==> src/rtl/rdy_pkg.sv <==
package rdy_pkg;

    typedef enum logic [2:0] {
        ST_IDLE,
        ST_WS,
        ST_WAIT,
        ST_DRDY,
        ST_HRDY
    } rdy_state_e;

endpackage

==> src/rtl/rdy_wait_sync.sv <==
module rdy_wait_sync #(
    parameter int SYNC_STAGES = 2
) (
    input  logic clk,
    input  logic rst_n,
    input  logic async_in,
    output logic sync_out
);
    logic [SYNC_STAGES-1:0] chain_q;

    generate
        if (SYNC_STAGES == 1) begin : g_single
            always_ff @(posedge clk or negedge rst_n) begin
                if (!rst_n) chain_q <= '0;
                else        chain_q <= async_in;
            end
        end else begin : g_multi
            always_ff @(posedge clk or negedge rst_n) begin
                if (!rst_n) chain_q <= '0;
                else        chain_q <= {chain_q[SYNC_STAGES-2:0], async_in};
            end
        end
    endgenerate

    assign sync_out = chain_q[SYNC_STAGES-1];
endmodule

==> src/rtl/rdy_halt_decode.sv <==
module rdy_halt_decode (
    input  logic dc_n,
    input  logic mio_n,
    input  logic wr_n,
    output logic halt_hit
);
    // control cycle, memory space, write direction marks a halt
    always_comb begin
        halt_hit = (!dc_n) && mio_n && wr_n;
    end
endmodule

==> src/rtl/rdy_seq.sv <==
module rdy_seq
    import rdy_pkg::*;
#(
    parameter int WAIT_STATES = 2
) (
    input  logic       clk,
    input  logic       rst_n,
    input  logic       t_adv,
    input  logic       bus_start,
    input  logic       disp_sel,
    input  logic       halt_hit,
    input  logic       wait_ok,
    output rdy_state_e state,
    output logic       path_disp,
    output logic       disp_rdy,
    output logic       halt_rdy
);
    localparam int CW = $clog2(WAIT_STATES) + 1;
    localparam logic [CW-1:0] WS_LAST = CW'(WAIT_STATES - 1);

    rdy_state_e st_q, st_d;
    logic [CW-1:0] ws_q, ws_d;
    logic path_q, path_d;

    // state register
    always_ff @(posedge clk or negedge rst_n) begin
        if (!rst_n) begin
            st_q   <= ST_IDLE;
            ws_q   <= '0;
            path_q <= 1'b0;
        end else begin
            st_q   <= st_d;
            ws_q   <= ws_d;
            path_q <= path_d;
        end
    end

    // transitions
    always_comb begin
        st_d   = st_q;
        ws_d   = ws_q;
        path_d = path_q;
        unique case (st_q)
            ST_IDLE: begin
                if (t_adv && bus_start) begin
                    path_d = disp_sel;
                    if (disp_sel) begin
                        st_d = ST_WS;
                        ws_d = '0;
                    end else if (halt_hit) begin
                        st_d = ST_HRDY;
                    end
                end
            end
            ST_WS: begin
                if (t_adv) begin
                    if (ws_q == WS_LAST) st_d = ST_WAIT;
                    else                 ws_d = ws_q + 1'b1;
                end
            end
            ST_WAIT: begin
                if (t_adv && wait_ok) st_d = ST_DRDY;
            end
            ST_DRDY, ST_HRDY: begin
                if (t_adv) st_d = ST_IDLE;
            end
            default: st_d = ST_IDLE;
        endcase
    end

    // outputs
    always_comb begin
        disp_rdy  = (st_q == ST_DRDY);
        halt_rdy  = (st_q == ST_HRDY);
        state     = st_q;
        path_disp = path_q;
    end
endmodule

==> src/rtl/rdy_out_mux.sv <==
module rdy_out_mux (
    input  logic path_disp,
    input  logic disp_rdy,
    input  logic halt_rdy,
    output logic ready_n
);
    always_comb begin
        if (path_disp) ready_n = !disp_rdy;
        else           ready_n = !halt_rdy;
    end
endmodule

==> src/rtl/bus_ready_gen.sv <==
module bus_ready_gen
    import rdy_pkg::*;
#(
    parameter int WAIT_STATES = 2,
    parameter int SYNC_STAGES = 2
) (
    input  logic clk,
    input  logic rst_n,
    input  logic t_adv,
    input  logic bus_start,
    input  logic disp_sel,
    input  logic dc_n,
    input  logic mio_n,
    input  logic wr_n,
    input  logic wait_n,
    output logic ready_n
);
    logic       wait_s;
    logic       halt_hit;
    logic       path_disp;
    logic       disp_rdy;
    logic       halt_rdy;
    rdy_state_e st_q;

    rdy_wait_sync #(.SYNC_STAGES(SYNC_STAGES)) u_sync (
        .clk      (clk),
        .rst_n    (rst_n),
        .async_in (wait_n),
        .sync_out (wait_s)
    );

    rdy_halt_decode u_halt (
        .dc_n     (dc_n),
        .mio_n    (mio_n),
        .wr_n     (wr_n),
        .halt_hit (halt_hit)
    );

    rdy_seq #(.WAIT_STATES(WAIT_STATES)) u_seq (
        .clk       (clk),
        .rst_n     (rst_n),
        .t_adv     (t_adv),
        .bus_start (bus_start),
        .disp_sel  (disp_sel),
        .halt_hit  (halt_hit),
        .wait_ok   (wait_s),
        .state     (st_q),
        .path_disp (path_disp),
        .disp_rdy  (disp_rdy),
        .halt_rdy  (halt_rdy)
    );

    rdy_out_mux u_mux (
        .path_disp (path_disp),
        .disp_rdy  (disp_rdy),
        .halt_rdy  (halt_rdy),
        .ready_n   (ready_n)
    );
endmodule

==> config.mk <==
export PLATFORM = sky130hd
export DESIGN_NAME = bus_ready_gen
export DESIGN_NICKNAME = d
export VERILOG_FILES = /design/src/rtl/rdy_pkg.sv /design/src/rtl/rdy_wait_sync.sv /design/src/rtl/rdy_halt_decode.sv /design/src/rtl/rdy_seq.sv /design/src/rtl/rdy_out_mux.sv /design/src/rtl/bus_ready_gen.sv
export SDC_FILE = /design/constraint.sdc
export NUM_CORES = 1
export LEC_CHECK = 0
export CAP_MARGIN = 15
export CORE_AREA = 5 5 42 44
export CTS_BUF_LIST = sky130_fd_sc_hd__clkbuf_8
export CTS_CLUSTER_SIZE = 8
export DETAILED_ROUTE_END_ITERATION = 10
export DIE_AREA = 0 0 47 49
export PLACE_DENSITY = 0.59
export SYNTH_ARGS = -nofsm -noshare
export SYNTH_HDL_FRONTEND = slang
export SYNTH_SLANG_ARGS = --single-unit
==> constraint.sdc <==
create_clock -name clk -period 2.1 [get_ports clk]
set_input_delay 0.42 -clock clk [delete_from_list [all_inputs] [get_ports clk]]
set_output_delay 0.42 -clock clk [all_outputs]
set_load 0.02 [all_outputs]
# Yosys cells after proc, flatten, opt, wreduce, memory -nomap -nowiden
# Index checks and enable logic that the tools add are counted.
dict set report op_classes {
  eq_ne 13
  n_reduce_logical 13
  add_sub_neg 1
  n_mux 14
}
# operator count
set ops {}
lappend ops {{3-bit 2-to-1 mux} 7}
lappend ops {{3-bit case mux with 4 select lines} 1}
lappend ops {{2-bit 2-to-1 mux} 4}
lappend ops {{2-bit != test, second input constant} 4}
lappend ops {{3-bit by 2-bit equality test with 1-bit output, second input constant} 2}
lappend ops {{2-bit by 1-bit != test with 1-bit output, second input constant} 3}
lappend ops {{6-bit AND reduction} 1}
lappend ops {{5-bit AND reduction} 1}
lappend ops {{1-bit logical AND} 4}
lappend ops {{2-bit case mux with 2 select lines} 1}
lappend ops {{3-bit by 1-bit equality test with 1-bit output, second input constant} 1}
lappend ops {{3-bit equality test, second input constant} 1}
lappend ops {{1-bit logical NOT} 3}
lappend ops {{3-bit logical NOT} 1}
lappend ops {{3-bit != test, second input constant} 1}
lappend ops {{2-bit by 1-bit adder with 2-bit output, second input constant} 1}
lappend ops {{2-bit by 1-bit equality test with 1-bit output, second input constant} 1}
lappend ops {{2-bit AND reduction} 1}
lappend ops {{2-bit nonzero test} 1}
lappend ops {{2-bit OR reduction} 1}
lappend ops {{1-bit 2-to-1 mux} 1}
dict set report word_totals {
  register_bits 8
  word_cells 45
  out_inout_bits 1
  in_bits 9
}

# Logic depth before layout (Yosys ltp)
# Gate-level depths: netlist of the first run.
dict set report logic_depth {
  depth_word 7
  mapped_depth 5
  mapped_depth_nobuf 5
}

# Hierarchy
# From an unflattened synthesis of the first run, not the netlist that was laid out.
dict set report unflattened {
  hier_cells 43
  hier_area_um2 449.2
}
# mod cells_per_inst n_inst area_per_inst_um2 seq_area_each_um2
set modules_own_cells {}
lappend modules_own_cells {rdy_seq 39 1 380.4 150.1}
lappend modules_own_cells {rdy_wait_sync 2 1 50.0 50.0}
lappend modules_own_cells {rdy_out_mux 1 1 10.0 0.0}
lappend modules_own_cells {rdy_halt_decode 1 1 8.8 0.0}

# Least setup slack after synthesis of the first run
# OpenSTA, ideal clock, no wires.
dict set report synth_timing {
  path_type {register to register}
  startpoint {reg u_seq.st_q[1], in the netlist u_seq.state[1]}
  endpoint {reg u_seq.path_q, in the netlist u_seq.path_disp}
  path_stages_with_launch 4
  arrival_ns 1.341
  setup_time_ns 0.125
  path_slack_ns 0.634
  n_path_buf 0
  path_cell_list {dfrtp_1 -> or3b_4 -> nor3b_2 -> mux2_2}
}
dict set report synth_via {
  elab_chain_len 2
}
# item line
set synth_rtl {}
lappend synth_rtl {{start: declaration} rdy_seq.sv:21} ;# rdy_state_e st_q, st_d;
lappend synth_rtl {{start signal: assignment} rdy_seq.sv:32} ;# st_q <= st_d;
lappend synth_rtl {{3-bit logical NOT} rdy_seq.sv:43} ;# unique case (st_q)
lappend synth_rtl {{2-bit AND reduction (no source line)} -}
lappend synth_rtl {{end signal: assignment} rdy_seq.sv:34} ;# path_q <= path_d;
lappend synth_rtl {{end: declaration} rdy_seq.sv:23} ;# logic path_q, path_d;
# No other way between the ends.
# A chain may end at the register's enable or synchronous reset.

# Worst setup path after layout of the first run
dict set report layout_timing {
  startpoint {in t_adv}
  endpoint {reg u_seq.path_q, in the netlist u_seq.path_disp}
}
dict set report layout_via {
  elab_chain_len 2
}
# item line
set layout_rtl {}
lappend layout_rtl {{start: declaration} bus_ready_gen.sv:9} ;# input logic t_adv,
lappend layout_rtl {{1-bit logical AND} rdy_seq.sv:45} ;# if (t_adv && bus_start) begin
lappend layout_rtl {{2-bit AND reduction (no source line)} -}
# No other way between the ends.

==> qor.log, run 1 <==
qor: final_layout.syn_to_final_growth 38.4%
qor: critical_path.critPathRequiredTime 2.21 ns
qor: logic_synthesis.yosys-top-cells-area dfrtp_1, o311ai_0, nand4_1
qor: sta.maxSlewViolCount 0
qor: final_layout.nets 65
qor: detailed_routing.detail_route.wirelength 945 µm
qor: sta.setup_violation_total_in_the_final_timing_report 0
qor: detailed_routing.detail-route-antenna-nets 0
qor: job.drv.max_cap_violation_count 0
qor: floorplanning.core_area 1400 µm²
qor: logic_synthesis.synth_most_common_cell dfrtp_1
qor: critical_path.critPathMaxStageDelay 0.48 ns
qor: clocking.cts-root-buf clkbuf_8
qor: detailed_routing.post-route-drc-count 0
qor: logic_synthesis.synth_seq_cells 8
qor: detailed_routing.via_count 376
qor: logic_synthesis.synthFlopType dfrtp_1
qor: floorplanning.die_w 47 µm
qor: grt.grt_max_degree 11
qor: clocking.tritoncts built
qor: logic_synthesis.post_synth_edffs 0
qor: sta.worst_clock_skew 0.00353 ns
qor: critical_path.critPathKind input port to flip-flop
qor: floorplanning.initial_utilization 29.3%
qor: logic_synthesis.syn-cell-area 410 µm²
qor: critical_path.worstSetupEndpointType flip-flop
qor: grt.remaining_global_route_overflow 0
qor: place.dp.final_hpwl 705 µm
qor: sta.hold_violations 0
qor: pwr.total_power 651 µW
qor: logic_synthesis.synth-async-reset-ratio 100%
qor: logic_synthesis.synth_area_leader dfrtp_1
qor: hold_path.hold-path-endpoint u_sync.chain_q[1]$_DFF_PN0_
qor: sta.worst_slew_margin_rel 65.3%
qor: logic_synthesis.netlist.area_leader.share 48.8%
qor: grt.first_global_vias 369
qor: pwr.static-leakage-power 0.220 nW
qor: sta.tightestPinTransition 0.515 ns
qor: clocking.cts_htree_levels 1
qor: critical_path.crit-reg2reg-capture u_seq.path_disp$_DFFE_PN0P_
qor: logic_synthesis.postSynthAreaPerCell 10.3 µm²
qor: sta.max_freq 0.576 GHz
qor: critical_path.arrival 1.85 ns
qor: place.gp_congestion 0.748
qor: logic_synthesis.ys.warnings.count 0
qor: sta.timing.final.crit_period 1.74 ns
qor: sta.setup-tns-final 0 ns
qor: critical_path.worstPathMaxFanout 5
qor: floorplanning.rows 14
qor: hold_path.worst_hold_startpoint u_sync.chain_q[0]$_DFF_PN0_
qor: hold_path.min-delay-path-class flip-flop to flip-flop
qor: grt.antenna_found_initial 0
qor: logic_synthesis.ys_seq_area_share 48.8%
qor: outcome.status finished, final reports clean
qor: detailed_routing.detail_route.vias_per_cell 5.45
qor: critical_path.timing.critical_path.slowest_stage_cell clkdlybuf4s50_1
qor: clocking.insertion_delay_to_the_later_sink_of_the_worst_skew_pair 0.23 ns
qor: floorplanning.boundaryPins 10
qor: floorplanning.die_height 49 µm
qor: logic_synthesis.synth_cells 40
qor: clocking.max-clock-path-buffers 2
qor: place.port_buffers 9
qor: clocking.cts_num_sinks 8
qor: critical_path.timing.critical_path.cells clkdlybuf4s50_1, or3b_4, nor3b_2, mux2_2
qor: clocking.path_clk_slew 0.04 ns
qor: detailed_routing.drt_iter0_markers 15
qor: logic_synthesis.distinct_cell_type_count_after_synthesis 19
qor: detailed_routing.avgRoutedWirePerCell 13.7 µm
qor: final_layout.post_route_cells_drive_above_1_share 15.1%
qor: hold_path.timing.hold.worst_path_depth 0
qor: floorplanning.area_enclosed_by_the_die_boundary 2300 µm²
qor: logic_synthesis.synth.net_count 50
qor: grt.wire_length_of_the_first_global_routing_pass 1540 µm
qor: critical_path.worst-r2r-setup-slack 0.56 ns
qor: critical_path.cp-startpoint t_adv
qor: pwr.power_per_cell_area 1150 nW/µm²
qor: final_layout.insertedDiodeCount 0
qor: critical_path.worstRegToRegCells 3
qor: pwr.max-vdd-ir-drop 0.566 mV
qor: sta.portion_of_the_clock_cycle_consumed_by_the_worst_path_in_the_final_layout 82.7%
qor: sta.rsz0062_at_grt false
qor: critical_path.regToRegStartpoint u_seq.state[1]$_DFFE_PN0P_
qor: critical_path.critical_path_source_type input port
qor: clocking.cts_made_buffers 3
qor: detailed_routing.drtPass1Iterations 4
qor: grt.overall_fraction_of_global_route_tracks_in_use 9.59%
-- report_power, final --
part           internal [mW]  switching, mW
Combinational          0.105          0.116
Clock                  0.124         0.0571
Sequential             0.203         0.0466
Total                  0.432          0.219
-- flip-flops by register name (all words and copies together) (netlist names) --
| name | count |
|---|---|
| u_seq.ws_q | 2 |
| u_seq.state | 3 |
| u_sync.chain_q | 2 |
| u_seq.path_disp | 1 |
-- worst max path at each step --
stage / to / slack [ns] / cells after the start
finish: u_seq.path_disp$_DFFE_PN0P_ / 0.36 / 4
global route: ready_n / 0.30 / 4
CTS: ready_n / 0.03 / 4
detailed placement: u_seq.path_disp$_DFFE_PN0P_ / 0.13 / 4
global placement: u_seq.path_disp$_DFFE_PN0P_ / 0.16 / 4
floorplan: u_seq.path_disp$_DFFE_PN0P_ / 0.63 / 3
-- cells in the final DEF, fill, tap and decap left out --
| cell | count |
|---|---|
| nand4_1 | 3 |
| dlymetal6s2s_1 | 1 |
| nand2_1 | 3 |
| nand3_1 | 3 |
| o311ai_0 | 3 |
| a21oi_1 | 3 |
| mux2_2 | 1 |
| nor2_1 | 1 |
| nor3b_1 | 1 |
| o21ai_0 | 3 |
| or3b_4 | 1 |
| o21a_1 | 1 |
| clkdlybuf4s50_1 | 8 |
| nand2b_1 | 1 |
| ha_1 | 1 |
| o31ai_1 | 1 |
| clkbuf_8 | 3 |
| o22ai_1 | 1 |
| inv_1 | 3 |
| buf_4 | 2 |
| nor3b_2 | 1 |
| dfrtp_1 | 8 |
-- metrics by stage --
step / worst slack, ns / hold slack, ns / cells / cell area, µm² / util (%)
6_report: 0.362 / 0.352 / 69 / 568 / 40.5
5_1_grt: 0.302 / 0.368 / 69 / 568 / 40.5
4_1_cts: 0.0280 / 0.356 / 69 / 566 / 40.4
3_5_place_dp: 0.132 / 0.346 / 66 / 524 / 37.4
3_3_place_gp: 0.163 / 0.340 / 66 / 524 / 37.4
2_1_floorplan: 0.634 / 0.124 / 40 / 410 / -
-- cells by family after synthesis --
logic type               Yosys count  share of synthesized area [%]
multiplexers                       1                           2.74
buffers and inverters              4                           5.49
AO/OA/AOI/OAI                     12                           18.9
adder cells (fa/ha/maj)            1                           3.05
AND/OR/NAND/NOR                   14                           21.0
flip-flops                         8                           48.8
-- per-layer routing --
metal	vias up	global-route usage, %	part of all wire (%)
li1	176	-	-
met1	179	12.7	40
met2	17	12.2	48
met3	4	2.58	8.3
met4	0	8.29	3.1
met5	-	0	0
-- critical path: cells and delay by family --
| kind | cells | cell delay, ns |
|---|---|---|
| AND/OR/NAND/NOR | 2 | 0.60 |
| buffers and inverters | 1 | 0.48 |
| multiplexers | 1 | 0.34 |
-- repair_timing --
item | in CTS | in global routing
setup buffers | 0 | 0
endpoints found under the hold margin | 0 | 0
resized for setup | 0 | 1
endpoints found under the setup margin | 0 | 1
hold buffers | 0 | 0
-- cell type report --
cell class | instances | area, µm²
fillers | 148 | 833
flip-flops and latches | 8 | 200
multi-input cells | 28 | 188
repair buffers | 11 | 108
clock buffers | 3 | 41.3
well taps | 16 | 20.0
inverters | 3 | 11.3
Note: power is estimated with default switching activity, not from simulation.
==> inputs of run 2 (changes only) <==
Clock period 2.1 ns to 1.6 ns, I/O delays scaled along.
==> qor.log, run 2 (synthesis results as in run 1) <==
qor: floorplanning.area_enclosed_by_the_die_boundary 2300 µm² [unchanged]
qor: place.gp_congestion 0.784 [+4.8%]
qor: critical_path.critPathMaxStageDelay 0.39 ns [-0.09 ns]
qor: critical_path.arrival 1.67 ns [-0.18 ns]
qor: final_layout.final-seq-area 200 µm² [unchanged]
qor: detailed_routing.drt_iter0_markers 5 [-10]
qor: sta.setup-tns-final 0 ns [unchanged]
qor: floorplanning.die_height 49 µm [unchanged]
qor: clocking.cts_num_sinks 8 [unchanged]
qor: final_layout.post_route_cells_drive_above_1_share 31.7% [+17 points]
qor: place.place_inst 72 [+9.1%]
qor: clocking.post_cts_hold_buffer_count 0 [unchanged]
qor: grt.grt_max_degree 11 [unchanged]
qor: pwr.pwr-share-seq 30.8% [-7.5 points]
qor: outcome.status finished, final reports clean
qor: sta.hold_slack 0.353 ns [+0.000998 ns]
qor: sta.portion_of_the_clock_cycle_consumed_by_the_worst_path_in_the_final_layout 97.3%
qor: critical_path.critPathKind flip-flop to flip-flop
qor: detailed_routing.dr_wl_met3 50 µm [-36%]
qor: pwr.static-leakage-power 0.278 nW [+27%]
qor: grt.antenna_found_initial 0 [unchanged]
qor: sta.tightestPinTransition 0.487 ns [-0.0279 ns]
qor: critical_path.worstPathMaxFanout 2 [-3]
qor: floorplanning.boundaryPins 10 [unchanged]
qor: floorplanning.rows 14 [unchanged]
qor: clocking.cts_made_buffers 3 [unchanged]
qor: clocking.cts_htree_levels 1 [unchanged]
qor: detailed_routing.via_count 384 [+2.1%]
qor: detailed_routing.detail-route-antenna-nets 0 [unchanged]
qor: pwr.p_sw 337 µW [+54%]
qor: job.drv.max_cap_violation_count 0 [unchanged]
qor: sta.final_critical_path_setup_slack 0.0428 ns [-0.320 ns]
qor: detailed_routing.avgRoutedWirePerCell 12.5 µm [-8.4%]
qor: sta.hold_violations 0 [unchanged]
qor: critical_path.timing.critical_path.cells buf_4, or3b_4, nor3b_4, mux2_4
qor: critical_path.worstSetupEndpointType flip-flop
qor: hold_path.min-delay-path-class flip-flop to flip-flop
qor: sta.setup_violation_total_in_the_final_timing_report 0 [unchanged]
qor: pwr.power_report.internal_total 699 µW [+62%]
qor: sta.timing.final.crit_period 1.56 ns
qor: critical_path.timing.critical_path.slowest_stage_cell or3b_4
qor: final_layout.syn_to_final_growth 59.5%
qor: grt.remaining_global_route_overflow 0 [unchanged]
qor: final_layout.most_frequent_standard_cell_in_the_layout_excluding_fill_and_tap_cells buf_4
qor: grt.wire_length_of_the_first_global_routing_pass 1570 µm [+2.3%]
qor: sta.max_freq 0.642 GHz
qor: clocking.insertion_delay_to_the_later_sink_of_the_worst_skew_pair 0.23 ns [about the same]
qor: final_layout.finish.utilization 46.7% [+6.2 points]
qor: pwr.max-vdd-ir-drop 0.576 mV [+1.7%]
qor: floorplanning.core_area 1400 µm² [unchanged]
qor: critical_path.critPathRequiredTime 1.71 ns [-0.50 ns]
qor: detailed_routing.routedLengthMet1 478 µm [+25%]
qor: clocking.cts-root-buf clkbuf_8
qor: grt.overall_fraction_of_global_route_tracks_in_use 9.46% [-0.14 points]
qor: final_layout.nets 75 [+15%]
qor: sta.worst_slew_margin_rel 67.1% [+1.9 points]
qor: place.port_buffers 9 [unchanged]
qor: detailed_routing.route.top_layer_used met4
qor: final_layout.area_of_the_multi_input_gates 205 µm² [+9.3%]
qor: place.dp.final_hpwl 743 µm [+5.4%]
qor: clocking.path_clk_slew 0.04 ns [about the same]
qor: clocking.tritoncts built
qor: final_layout.finalNonFillerCells 79 [+14%]
qor: sta.worst_clock_skew 0.00569 ns [+0.00216 ns]
qor: final_layout.most-common-layout-cells buf_4, dfrtp_1, clkdlybuf4s50_1
qor: pwr.power.combinational.fraction 46.2% [+12 points]
qor: detailed_routing.detail_route.vias_per_cell 4.86 [-11%]
qor: floorplanning.initial_utilization 29.3% [unchanged]
qor: detailed_routing.detail_route.wirelength 991 µm [+4.9%]
qor: pwr.power_frac_clock 22.9% [-4.9 points]
qor: final_layout.fillCellCount 131 [-11%]
qor: detailed_routing.post-route-drc-count 0 [unchanged]
qor: detailed_routing.drtPass1Iterations 4 [unchanged]
qor: final_layout.largest_reg_flops 3 [unchanged]
qor: final_layout.insertedDiodeCount 0 [unchanged]
qor: floorplanning.die_w 47 µm [unchanged]
qor: pwr.power_switching_share 32.6% [-1.1 points]
qor: critical_path.critical_path_source_type flip-flop
qor: clocking.max-clock-path-buffers 2 [unchanged]
qor: detailed_routing.wl_met2 446 µm [-1.5%]
qor: place.post-place-ws -0.273 ns [-0.405 ns]
qor: sta.maxSlewViolCount 0 [unchanged]
qor: pwr.power_per_cell_area 1580 nW/µm² [+38%]
qor: grt.first_global_vias 378 [+2.4%]
## run 2: changes by cell type in the layout (fill, tap and decap cells not counted), sizes merged
cell,previous run,this run
clkdlybuf4s50,8,7
dlygate4sd2,0,1
buf,2,13
dlymetal6s2s,1,0
## run 2: final timing paths
path                                             start  slack [ns]  depth (start not counted)                           to
max in group asynchronous                        rst_n        0.97                          1    u_seq.ws_q[1]$_DFFE_PN0P_
max                         u_seq.state[1]$_DFFE_PN0P_        0.04                          4  u_seq.path_disp$_DFFE_PN0P_
max reg2reg                 u_seq.state[1]$_DFFE_PN0P_        0.04                          4  u_seq.path_disp$_DFFE_PN0P_
min in group asynchronous                        rst_n        0.37                          1   u_seq.state[2]$_DFFE_PN0P_
min reg2reg                u_sync.chain_q[0]$_DFF_PN0_        0.35                          0  u_sync.chain_q[1]$_DFF_PN0_
min                        u_sync.chain_q[0]$_DFF_PN0_        0.35                          0  u_sync.chain_q[1]$_DFF_PN0_
## run 2: power groups by stage
stage               registers, mW  clock network, mW  logic [mW]
global route                0.328              0.255       0.534
finish                      0.320              0.238       0.479
detailed placement          0.319                  0       0.361
CTS                         0.319              0.244       0.404
floorplan                   0.313                  0       0.217
global placement            0.318                  0       0.349
## run 2: per-stage QoR
stage / instance area (µm²) / total power, mW
after floorplan: 410 / 0.530
after global placement: 569 / 0.667
after detailed placement: 569 / 0.680
after CTS: 631 / 0.967
after global routing: 654 / 1.12
final: 654 / 1.04
## run 2: worst max-delay path: cells and delay by family, from the launching register on
kind | cells | cell delay, ns
flops | 1 | 0.38
simple gates | 2 | 0.61
mux | 1 | 0.31
buf+inv | 1 | 0.14
## run 2: repair_timing
item | in CTS | in global routing
pin swaps | 1 | 3
endpoints found under the setup margin | 3 | 4
buffers inserted | 1 | 3
resized for setup | 8 | 5
## run 2: layout make-up
| class | count | area share (%) |
|---|---|---|
| Inverter | 3 | 1.72 |
| Timing Repair Buffer | 21 | 27.0 |
| Sequential cell | 8 | 30.6 |
| Tap cell | 16 | 3.06 |
| Multi-Input combinational cell | 28 | 31.4 |
| Clock buffer | 3 | 6.31 |
## run 2: per-layer routing
| layer | global-route usage, % | vias up |
|---|---|---|
| li1 | - | 197 |
| met1 | 12.7 | 175 |
| met2 | 12.4 | 8 |
| met3 | 1.85 | 4 |
| met4 | 7.83 | 0 |
| met5 | 0 | - |
==> inputs of run 3 (changes only) <==
Settings changed: SKIP_LAST_GASP set to 1.
==> qor.log, run 3 (synthesis results as in run 1) <==
qor: outcome.status finished, final reports clean
qor: final_layout.most_frequent_standard_cell_in_the_layout_excluding_fill_and_tap_cells buf_4
qor: grt.wire_length_of_the_first_global_routing_pass 1570 µm [unchanged]
qor: clocking.cts_num_sinks 8 [unchanged]
qor: clocking.max-clock-path-buffers 2 [unchanged]
qor: grt.antenna_found_initial 0 [unchanged]
qor: final_layout.syn_to_final_growth 57.6%
qor: critical_path.critPathRequiredTime 1.71 ns [about the same]
qor: sta.portion_of_the_clock_cycle_consumed_by_the_worst_path_in_the_final_layout 97.2% [-0.14 points]
qor: final_layout.post_route_cells_drive_above_1_share 31.7% [unchanged]
qor: floorplanning.area_enclosed_by_the_die_boundary 2300 µm² [unchanged]
qor: job.drv.max_cap_violation_count 0 [unchanged]
qor: place.dpl-instance-area 569 µm² [unchanged]
qor: floorplanning.die_w 47 µm [unchanged]
qor: clocking.insertion_delay_to_the_later_sink_of_the_worst_skew_pair 0.23 ns [about the same]
qor: grt.overall_fraction_of_global_route_tracks_in_use 9.46% [unchanged]
qor: hold_path.min-delay-path-class flip-flop to flip-flop
qor: detailed_routing.detail_route.wirelength 980 µm [-1.1%]
qor: final_layout.insertedDiodeCount 0 [unchanged]
qor: hold_path.worst_hold_startpoint u_sync.chain_q[0]$_DFF_PN0_
qor: clocking.path_clk_slew 0.04 ns [about the same]
qor: sta.tightestPinTransition 0.489 ns [+0.00184 ns]
qor: sta.hold_violations 0 [unchanged]
qor: sta.max_freq 0.643 GHz [+0.14%]
qor: critical_path.regToRegStartpoint u_seq.state[1]$_DFFE_PN0P_
qor: clocking.cts_made_buffers 3 [unchanged]
qor: detailed_routing.via_count 389 [+1.3%]
qor: clocking.tritoncts built
qor: clocking.cts-root-buf clkbuf_8
qor: place.port_buffers 9 [unchanged]
qor: critical_path.critPathKind flip-flop to flip-flop
qor: floorplanning.boundaryPins 10 [unchanged]
qor: floorplanning.rows 14 [unchanged]
qor: detailed_routing.drtPass1Iterations 4 [unchanged]
qor: floorplanning.core_area 1400 µm² [unchanged]
qor: place.place_inst 72 [unchanged]
qor: place.dp.final_hpwl 743 µm [unchanged]
qor: final_layout.final_cell_area 647 µm² [-1.1%]
qor: final_layout.finalNonFillerCells 79 [unchanged]
qor: final_layout.most-common-layout-cells buf_4, dfrtp_1, clkdlybuf4s50_1
qor: place.post-place-ws -0.273 ns [unchanged]
qor: detailed_routing.avgRoutedWirePerCell 12.4 µm [-1.1%]
qor: grt.grt_max_degree 11 [unchanged]
qor: grt.first_global_vias 378 [unchanged]
qor: final_layout.largest_reg_flops 3 [unchanged]
qor: floorplanning.initial_utilization 29.3% [unchanged]
qor: critical_path.arrival 1.67 ns [about the same]
qor: grt.remaining_global_route_overflow 0 [unchanged]
qor: sta.worst_clock_skew 0.00578 ns [+0.0000923 ns]
qor: detailed_routing.post-route-drc-count 0 [unchanged]
qor: pwr.max-vdd-ir-drop 0.610 mV [+5.9%]
qor: sta.maxSlewViolCount 0 [unchanged]
qor: pwr.power_per_cell_area 1570 nW/µm² [-0.64%]
qor: floorplanning.die_height 49 µm [unchanged]
qor: detailed_routing.detail_route.vias_per_cell 4.92 [+1.3%]
qor: critical_path.worstSetupEndpointType flip-flop
qor: final_layout.nets 75 [unchanged]
qor: pwr.static-leakage-power 0.275 nW [-1.1%]
qor: sta.rsz0062_at_grt true
qor: critical_path.critical_path_source_type flip-flop
qor: sta.worst_slew_margin_rel 67.0% [-0.12 points]
qor: critical_path.cp-startpoint u_seq.state[1]$_DFFE_PN0P_
qor: sta.final_critical_path_setup_slack 0.0450 ns [+0.00225 ns]
qor: place.gp_congestion 0.784 [unchanged]
qor: critical_path.worstPathMaxFanout 2 [unchanged]
qor: detailed_routing.detail-route-antenna-nets 0 [unchanged]
qor: clocking.cts_htree_levels 1 [unchanged]
qor: sta.setup_violation_total_in_the_final_timing_report 0 [unchanged]
qor: detailed_routing.drt_iter0_markers 5 [unchanged]
qor: sta.timing.final.crit_period 1.55 ns [-0.00225 ns]
==> run 3: changes by cell type in the layout (fill, tap and decap cells not counted) <==
| cell | previous run | this run |
|---|---|---|
| buf_2 | 0 | 1 |
| buf_4 | 13 | 12 |
| nor2_2 | 0 | 1 |
| nor2_4 | 1 | 0 |
==> run 3: area by class of cell <==
type                            count  area [µm²]
Inverter                            3        11.3
Timing Repair Buffer               21         174
Tap cell                           16        20.0
Sequential cell                     8         200
Fill cell                         130         754
Multi-Input combinational cell     28         200
Clock buffer                        3        41.3
==> run 3: power breakdown <==
| part | internal (mW) | switching (mW) | leakage (nW) | total [mW] |
|---|---|---|---|---|
| sequential | 0.267 | 0.0490 | 0.0997 | 0.316 |
| clock | 0.163 | 0.0752 | 0.0216 | 0.238 |
| combinational | 0.261 | 0.203 | 0.154 | 0.465 |
| total | 0.691 | 0.328 | 0.275 | 1.02 |
==> run 3: timing repair <==
item / 4_1_cts / 5_1_grt
buffers inserted: 1 / 3
hold buffers: 0 / 0
resized for setup: 8 / 3
endpoints found under the setup margin: 3 / 4
pin swaps: 1 / 3
==> run 3: per-layer routing <==
metal | vias up | wire length (µm) | track usage [%]
li1 | 197 | - | -
met1 | 178 | 471 | 12.7
met5 | - | 0 | 0
met2 | 10 | 432 | 12.4
met3 | 4 | 59 | 1.85
met4 | 0 | 16 | 7.83
==> run 3: final timing paths <==
| path | to | slack, ns | depth (start not counted) |
|---|---|---|---|
| worst max-delay path | u_seq.path_disp$_DFFE_PN0P_ | 0.05 | 4 |
| worst max register to register | u_seq.path_disp$_DFFE_PN0P_ | 0.05 | 4 |
| min in group asynchronous | u_seq.state[2]$_DFFE_PN0P_ | 0.37 | 1 |
| worst min register to register | u_sync.chain_q[1]$_DFF_PN0_ | 0.35 | 0 |
| max in group asynchronous | u_seq.ws_q[1]$_DFFE_PN0P_ | 0.97 | 1 |
| worst min-delay path | u_sync.chain_q[1]$_DFF_PN0_ | 0.35 | 0 |
==> run 3: critical path: stages, from the launching register on <==
cell,delay (ns)
dfrtp_1,0.38
buf_4,0.14
or3b_4,0.39
nor3b_4,0.22
mux2_4,0.31
==> run 3: through the flow <==
stage                     total power [mW]  setup TNS, ns  utilization (%)  hold slack (ns)
after floorplan                      0.530              0                -           0.0244
after global placement               0.667         -0.698             40.6            0.340
after detailed placement             0.680         -0.790             40.6            0.339
after CTS                            0.967              0             45.0            0.356
after global routing                  1.10        -0.0212             46.2            0.366
final                                 1.02              0             46.2            0.353
